[config.mk]
export PLATFORM = sky130hd
export DESIGN_NAME = hx_search
export DESIGN_NICKNAME = d
export VERILOG_FILES = /design/src/rtl/hx_pkg.sv /design/src/rtl/hx_order.sv /design/src/rtl/hx_step.sv /design/src/rtl/hx_stage.sv /design/src/rtl/hx_search.sv
export SDC_FILE = /design/constraint.sdc
export NUM_CORES = 1
export LEC_CHECK = 0
export ABC_AREA = 0
export BUFFER_PORTS_ARGS = -buffer_cell sky130_fd_sc_hd__buf_2
export CORE_MARGIN = 3
export CORE_UTILIZATION = 44
export CTS_CLUSTER_DIAMETER = 50
export DETAILED_ROUTE_END_ITERATION = 10
export MAX_ROUTING_LAYER = met4
export PLACE_DENSITY = 0.77
export SKIP_CTS_REPAIR_TIMING = 1
export SYNTH_ARGS = -nofsm -noshare
export SYNTH_HDL_FRONTEND = slang
export SYNTH_SLANG_ARGS = --single-unit
[constraint.sdc]
create_clock -name clk -period 2.8 [get_ports clk]
set_input_delay 0.7 -clock clk [delete_from_list [all_inputs] [get_ports clk]]
set_output_delay 0.7 -clock clk [all_outputs]
set_load 0.01 [all_outputs]
[src/rtl/hx_pkg.sv]
package hx_pkg;

    typedef enum logic [0:0] {
        STG_EMPTY = 1'b0,
        STG_FULL  = 1'b1
    } stg_e;

    typedef enum logic [1:0] {
        PICK_NONE = 2'd0,
        PICK_LO   = 2'd1,
        PICK_HI   = 2'd2
    } pick_e;

endpackage

[src/rtl/hx_order.sv]
module hx_order #(
    parameter int W = 16
) (
    input  logic [W-1:0] a,
    input  logic [W-1:0] b,
    input  logic         mode_min,
    input  logic         mode_signed,
    output logic         beats,
    output logic         beats_or_eq
);
    logic signed [W:0] ax;
    logic signed [W:0] bx;
    logic              gt;
    logic              lt;

    always_comb begin
        ax = {mode_signed & a[W-1], a};
        bx = {mode_signed & b[W-1], b};
        gt = ax > bx;
        lt = ax < bx;
        beats = mode_min ? lt : gt;
        beats_or_eq = beats | (a == b);
    end
endmodule

[src/rtl/hx_step.sv]
module hx_step
    import hx_pkg::*;
#(
    parameter int W = 16
) (
    input  logic [4*W-1:0] st_i,
    input  logic [2*W-1:0] data_i,
    input  logic           mode_min,
    input  logic           mode_signed,
    output logic [4*W-1:0] st_o
);
    localparam int NEL = 2;

    logic [W-1:0] elem [NEL];
    logic [W-1:0] run_idx;
    logic [W-1:0] best_idx;
    logic [W-1:0] best_val;
    logic [NEL-1:0] over_rival;
    logic [NEL-1:0] over_rival_eq;
    logic [NEL-1:0] over_best;
    logic [NEL-1:0] over_best_eq;
    pick_e pick;

    assign elem[0]  = data_i[W-1:0];
    assign elem[1]  = data_i[2*W-1:W];
    assign run_idx  = st_i[W-1:0];
    assign best_idx = st_i[2*W-1:W];
    assign best_val = st_i[3*W-1:2*W];

    for (genvar g = 0; g < NEL; g++) begin : g_el
        hx_order #(.W(W)) u_vs_rival (
            .a           (elem[g]),
            .b           (elem[NEL-1-g]),
            .mode_min    (mode_min),
            .mode_signed (mode_signed),
            .beats       (over_rival[g]),
            .beats_or_eq (over_rival_eq[g])
        );
        hx_order #(.W(W)) u_vs_best (
            .a           (elem[g]),
            .b           (best_val),
            .mode_min    (mode_min),
            .mode_signed (mode_signed),
            .beats       (over_best[g]),
            .beats_or_eq (over_best_eq[g])
        );
    end

    always_comb begin
        if (over_rival_eq[0] && over_best[0]) begin
            pick = PICK_LO;
        end else if (over_rival[1] && over_best[1]) begin
            pick = PICK_HI;
        end else begin
            pick = PICK_NONE;
        end
    end

    always_comb begin
        st_o = '0;
        st_o[W-1:0] = run_idx + W'(2);
        unique case (pick)
            PICK_LO: begin
                st_o[2*W-1:W]   = run_idx;
                st_o[3*W-1:2*W] = elem[0];
            end
            PICK_HI: begin
                st_o[2*W-1:W]   = run_idx + W'(1);
                st_o[3*W-1:2*W] = elem[1];
            end
            default: begin
                st_o[2*W-1:W]   = best_idx;
                st_o[3*W-1:2*W] = best_val;
            end
        endcase
    end

    logic unused_ok;
    assign unused_ok = ^{st_i[4*W-1:3*W], over_rival_eq[1], over_rival[0], over_best_eq};
endmodule

[src/rtl/hx_stage.sv]
module hx_stage
    import hx_pkg::*;
#(
    parameter int SW = 64
) (
    input  logic          clk,
    input  logic          rst_n,
    input  logic          in_valid,
    input  logic [SW-1:0] d,
    output logic          out_valid,
    output logic [SW-1:0] q
);
    stg_e state_q;
    stg_e state_d;

    always_comb begin
        unique case (state_q)
            STG_EMPTY: state_d = in_valid ? STG_FULL : STG_EMPTY;
            STG_FULL:  state_d = in_valid ? STG_FULL : STG_EMPTY;
            default:   state_d = STG_EMPTY;
        endcase
    end

    always_ff @(posedge clk) begin
        if (!rst_n) begin
            state_q <= STG_EMPTY;
        end else begin
            state_q <= state_d;
        end
    end

    always_ff @(posedge clk) begin
        if (!rst_n) begin
            q <= '0;
        end else if (in_valid) begin
            q <= d;
        end
    end

    assign out_valid = (state_q == STG_FULL);
endmodule

[src/rtl/hx_search.sv]
module hx_search #(
    parameter int W = 16
) (
    input  logic           clk,
    input  logic           rst_n,
    input  logic           in_valid,
    input  logic [4*W-1:0] in_state,
    input  logic [2*W-1:0] in_data,
    input  logic           mode_min,
    input  logic           mode_signed,
    output logic           out_valid,
    output logic [4*W-1:0] out_state
);
    localparam int SW = 4 * W;

    logic [SW-1:0] next_state;

    hx_step #(.W(W)) u_step (
        .st_i        (in_state),
        .data_i      (in_data),
        .mode_min    (mode_min),
        .mode_signed (mode_signed),
        .st_o        (next_state)
    );

    hx_stage #(.SW(SW)) u_stage (
        .clk       (clk),
        .rst_n     (rst_n),
        .in_valid  (in_valid),
        .d         (next_state),
        .out_valid (out_valid),
        .q         (out_state)
    );
endmodule

Word level (Yosys, flattened, before mapping). Cells that the tools add are included.

Logic and storage cells: 29. Bits in registers: 49.

Equal/unequal tests: 3. Reductions and logical operators: 2. $add $sub $neg: 2. Magnitude comparators: 8. Muxes and demuxes: 8. Bitwise gates (word level): 4.

Operators with widths (number): 17-bit > comparator (4); 17-bit less-than comparator (4); 32-bit one-hot mux with 2 select lines (1); 16-bit by 1-bit adder with 16-bit output, second input constant (1); 16-bit by 2-bit adder with 16-bit output, second input constant (1); 16-bit == test (1); 1-bit two-way mux (5); 2-bit two-way mux (2); 1-bit AND (3); 2-bit by 1-bit == test with 1-bit output, second input constant (1); 2-bit == test, second input constant (1); 1-bit logical AND (2); 1-bit OR (1).

Longest topological paths before layout.
Word-level depth: 8. Mapped depth: 12. Mapped depth without buffers: 11.

By module. A second synthesis with hierarchy kept.

Cells, all modules: 673. Area total of the unflattened synthesis: 5617.9 sq um.

Modules (own cells, without submodules): hx_stage (cells each 208, area an instance 2489.9 sq um, times used 1, sequential area each 1301.2 sq um); hx_order at u_step.g_el[0].u_vs_best ... (cells each 68, area an instance 481.7 sq um, times used 3, sequential area each 0.0 sq um); hx_step (cells each 191, area an instance 1198.6 sq um, times used 1, sequential area each 0.0 sq um); hx_order at u_step.g_el[0].u_vs_rival (cells each 70, area an instance 484.2 sq um, times used 1, sequential area each 0.0 sq um).

Worst setup path after synthesis. OpenSTA, ideal clock, no wires.

Path type: input port to flip-flop. From: input in_data[28]. To: register u_stage.q[16]. Setup time: 122 ps. Buffers on the path: 1. Path slack: -161 ps. Arrival: 2839 ps. Stages on the path: 11. Cells stage by stage: inv_1 > ha_1 > nand4_1 > nor4_2 > o21ai_1 > a32oi_2 > xor2_2 > o211ai_4 > buf_4 > a21oi_1 > a221o_1.

Cells in the longest elaborated chain, start to end: 7. Elaborated cells on any way between the ends: 18. Those cells by class: order compare (6); eq/ne (3); mux (6); bitwise (1); reduce/logical (2).

Ends and longest elaborated chain: from (decl) (line hx_search.sv:8) `input logic [2*W-1:0] in_data,`; 17-bit > comparator or 17-bit less-than comparator (tied branches) (line hx_order.sv:19, hx_order.sv:20); 1-bit two-way mux (line hx_order.sv:21) `beats = mode_min ? lt : gt;`; 1-bit OR or 1-bit logical AND (tied branches) (line hx_order.sv:22, hx_step.sv:52); 1-bit logical AND or 2-bit two-way mux (tied branches) (line hx_step.sv:50, hx_step.sv:52); 2-bit two-way mux * (line hx_step.sv:50) `if (over_rival_eq[0] && over_best[0]) begin`; 2-bit == test or 2-bit by 1-bit == test with 1-bit output (tied branches) (line hx_step.sv:62) `unique case (pick)`; 32-bit one-hot mux with 2 select lines * (line hx_step.sv:62); to (signal assigned) (line hx_stage.sv:34) `q <= '0;`; to (signal assigned) (line hx_stage.sv:36) `q <= d;`; to (decl) (line hx_stage.sv:11) `output logic [SW-1:0] q`.

Every way passes the cells marked *; elsewhere a longest branch is shown, timed or not. A chain may end at the register's enable or synchronous reset.

Worst setup path after layout.
From: input in_data[9]. To: register u_stage.q[19].

Same word-level chain as after synthesis.

==> summary by stage <==
Yosys
The synthesized flop and latch total is 49. The share of Yosys cell area claimed by the top area cell type is 24.8%. During synthesis, Yosys emitted a total of 0 warnings. The post-synthesis area per instance is ~8.4 um^2. The count of flip-flops with a built-in enable after synthesis is 0. Ranked by total cell area, the synthesized netlist is headed by sky130_fd_sc_hd__dfxtp_1 25%, sky130_fd_sc_hd__ha_1 16%, sky130_fd_sc_hd__mux2i_1 5.1%.

The largest area contributor in the synthesized netlist is sky130_fd_sc_hd__dfxtp_1. In this run the cell area of the synthesized design comes to about 4000 um^2. The fraction of the yosys area taken by sequential cells is about 25%. The number of distinct library cells after synthesis is 55. The synthesized netlist cell count is between 400 and 500. The share of flip-flops with an asynchronous set or reset after synthesis is 0%. The most used flip-flop cell after synthesis is sky130_fd_sc_hd__dfxtp_1.

Floorplanning
The I/O pin count is ~170. The effective utilization at floorplan is a little under half. The die is between 100 and 150 um wide.

The row count is 33. The core area is between 8000 and 9000 um^2. The die covers between 10,000 and 15,000 um^2. From bottom edge to top edge, the die measures 101 um.

Run
The tool flagged a number of max-cap violations equal to 0.

Worst setup path
Along the worst path, the maximum fanout reaches 13. Counting buffers and inverters, the worst setup path is 12 cells deep. The signal on the critical path passes through buf_4 -> ha_4 -> nand4_1 -> nor4_4 -> o21ai_1 -> a32oi_2 -> xor2_2 -> o211ai_4 -> buf_12 -> a31o_1 -> a211oi_1 -> a221o_1. The stage delay of the slowest cell on the critical path is ~0.29 ns. The kind of launch point of the worst setup path is a primary input. The number of cells on the worst reg-to-reg path is 2. For the worst setup path, the data arrival time is 3.17 ns. The critical path is of the primary input to register type.

The critical path starts at in_data[9]. Broken down by cell family, the worst path's largest delay share belongs to compound AO/OA/AOI/OAI gates. The startpoint identified for the worst register-to-register timing path is u_stage.q[22].

The sort of element at the end of the critical path is a register. Among all stages on the critical path, the largest delay is contributed by sky130_fd_sc_hd__nor4_4. Data on the critical path is required at its endpoint by slightly above 3 ns. The number of buffer and inverter stages on the critical path is 2.

STA
The number of endpoints with negative hold slack in the final report came to 0. The maximum achievable frequency is around 350 MHz. For the final database, setup skew stands at 0 ns. The post-layout worst setup margin is -0.0957 ns. The time the worst path needs with I/O delays and setup is a little under 3 ns. The count of final setup violators is 3.

The worst pin sits at a relative slew slack of roughly 53%. The transition at the pin with the smallest max-transition slack is approximately 0.70 ns. The fraction of the cycle the final worst path needs is 103%. The final sum of negative setup slack is -0.179 ns. Setup repair after global routing could not meet its margin everywhere. The final worst hold slack is between 0.4 and 0.5 ns. The final-report max-slew violation count is 0.

GRT
The number of global-route vias before repair was approximately 4,200. The global-route congestion overflow total is 0. The largest net degree at the start of global routing is 23. The most heavily used metal layer in global routing is met2. The number of antenna violations at the first check in global routing is 1. The first global-routing pass estimated approximately 19 mm of wire. The met2 track demand over resource is 40.1%.

The total track usage is between 20% and 30%. The global routing usage on met1 is about 30%. The fraction of met3 tracks used by global routing is 3.60%.

Placed design
The number of input and output port buffers inserted is between 100 and 150. The placer's final routability congestion estimate is about 0.94. The worst slack at placement is -0.537 ns.

Detailed placement ended at an HPWL of just under 10 mm. The cell count after placement is about 760.

Run status
The checks that failed: setup timing. The run finished, with violations left.

Clock tree
Clock tree synthesis selected as its root buffer the cell sky130_fd_sc_hd__clkbuf_8. The CTS buffer count is 5. The clock slew seen by the registers of the worst setup and hold paths is between 0.1 and 0.15 ns. The clock tree from TritonCTS is built. The clock latency on the worst-skew pair is 0.31 ns. The H-tree was split into 2 levels. The clock net sink count is approximately 50. The maximum root-to-sink buffer count is 2.

Cells and area
Excluding fillers, the count of instances in the completed layout stands at just under 800. After the last flow step, the layout net total stands at ~800. In the final layout, the share of cells above drive strength 1 is about two fifths.

The area growth from synthesis to layout is 46.9%. Measured on the finished design, the core utilization comes to between 60 and 70%.

Route
The initial DRC count is ~220. The overall via count from detail_route is about 4,400. The count of nets left with antenna violations once routing finished came out at 0. Before antenna repair, the detailed router went through 5 iterations. The detailed-route wire length is 13.5 mm. The DRC violation count after routing is 0. In the routed layout, each cell is associated on average with a via count of about 5.7.

After detailed routing, the average wire length per cell comes to between 15 and 20 um.

Worst hold path
The hold path startpoint is u_stage.q[29]. The classification of the worst-slack hold path is register to register. The worst hold path passes through 2 cells.

Power and ir drop
For this design the ratio of total power to cell area is about 400 nW/um^2. The worst supply voltage drop on vdd is roughly 0.28 mV. The reported leakage power is a little under 3 nW.
[worst min-delay path, stage by stage (launching register included)]
cell and delay (ns):
sky130_fd_sc_hd__dfxtp_1 0.33, sky130_fd_sc_hd__a32oi_1 0.06, sky130_fd_sc_hd__o21ai_1 0.06
[Yosys cell counts (2+ instances only)]
cell                       number
sky130_fd_sc_hd__dfxtp_1       49
sky130_fd_sc_hd__nand2_2        2
sky130_fd_sc_hd__a32oi_1       11
sky130_fd_sc_hd__clkbuf_1      13
sky130_fd_sc_hd__a21oi_1       23
sky130_fd_sc_hd__a221o_1        2
sky130_fd_sc_hd__nand3_1       20
sky130_fd_sc_hd__and3_1         9
sky130_fd_sc_hd__nor2b_1        7
sky130_fd_sc_hd__o21ai_1       30
sky130_fd_sc_hd__xnor2_1        9
sky130_fd_sc_hd__o211ai_1       4
sky130_fd_sc_hd__nand2_1       40
sky130_fd_sc_hd__mux2i_1       20
sky130_fd_sc_hd__buf_2          4
sky130_fd_sc_hd__o21a_1         3
sky130_fd_sc_hd__nor2_1         9
sky130_fd_sc_hd__a31o_1         2
sky130_fd_sc_hd__o211a_1       15
sky130_fd_sc_hd__buf_4         18
sky130_fd_sc_hd__xor2_1        18
sky130_fd_sc_hd__nand3b_1       2
sky130_fd_sc_hd__and2_1         3
sky130_fd_sc_hd__o21ai_0       11
sky130_fd_sc_hd__nand4_1        8
sky130_fd_sc_hd__a211oi_1       3
sky130_fd_sc_hd__nor3_1         6
sky130_fd_sc_hd__nand2b_1       2
sky130_fd_sc_hd__ha_1          50
sky130_fd_sc_hd__a22oi_1       17
sky130_fd_sc_hd__inv_1         35
[worst paths after layout]
check / to / slack (ns)
worst max-delay path: u_stage.q[19] / -0.1
worst max register to register: u_stage.q[22] / 1.97
worst min-delay path: u_stage.q[29] / 0.48
worst min register to register: u_stage.q[29] / 0.48
[layout by cell type (no fill, tap or decap), types with 8 or more instances in the layout]
cell and instances:
sky130_fd_sc_hd__buf_2 125, sky130_fd_sc_hd__a32oi_1 10, sky130_fd_sc_hd__mux2i_1 20, sky130_fd_sc_hd__a21oi_1 19, sky130_fd_sc_hd__nand3_1 15, sky130_fd_sc_hd__buf_4 71
sky130_fd_sc_hd__dfxtp_1 49, sky130_fd_sc_hd__xor2_1 17, sky130_fd_sc_hd__o21ai_0 11, sky130_fd_sc_hd__inv_1 26, sky130_fd_sc_hd__nand2_1 39, sky130_fd_sc_hd__buf_6 9
sky130_fd_sc_hd__nand4_1 8, sky130_fd_sc_hd__conb_1 16, sky130_fd_sc_hd__a22oi_1 15, sky130_fd_sc_hd__o21ai_1 29, sky130_fd_sc_hd__ha_1 40, sky130_fd_sc_hd__xnor2_1 9
sky130_fd_sc_hd__ha_4 10, sky130_fd_sc_hd__o211a_1 15
[routing by layer]
metal / vias to the layer above / share of wire, %
met5: - / 0
met4: 0 / 2.7
met3: 40 / 7.4
met2: 222 / 50
met1: 2085 / 40
li1: 2087 / -
[logic make-up after synthesis]
family | after synthesis | synth area share (%)
buf+inv | 72 | 8.68
simple gates | 115 | 14.8
other cells | 1 | 0.0950
flops | 49 | 24.8
compound gates | 134 | 24.2
fa+ha+maj | 50 | 15.8
xor+xnor | 28 | 6.40
mux | 20 | 5.07
[state kept, by name, indices dropped and copies added, names as in the netlist]
signal	cells
u_stage.out_valid	1
u_stage.q	48
[layout make-up]
class                      count  area, um^2
multi-input combinational    363        3010
fill                         624        2670
timing repair buffer         214        1440
sequential                    49         981
inverter                      36         145
tap                          105         131
clock buffer                   5        68.8
clock inverter                 3        21.3
antenna                        2        5.00
[per-stage QoR]
stage,instance area [um^2],power (W)
after CTS,5460,0.00219
after detailed placement,5370,0.00174
after floorplan,4160,0.00133
final,5800,0.00232
after global routing,5800,0.00244
after global placement,5370,0.00171
[where the power goes]
part | leakage, nW | switching [W] | internal, W | total, W
clock | 0.0446 | 0.000276 | 0.000178 | 0.000454
combinational | 2.47 | 0.000541 | 0.000503 | 0.00104
sequential | 0.405 | 0.0000435 | 0.000779 | 0.000822
total | 2.92 | 0.000861 | 0.00146 | 0.00232
Note: power is estimated with default switching activity, not from simulation.
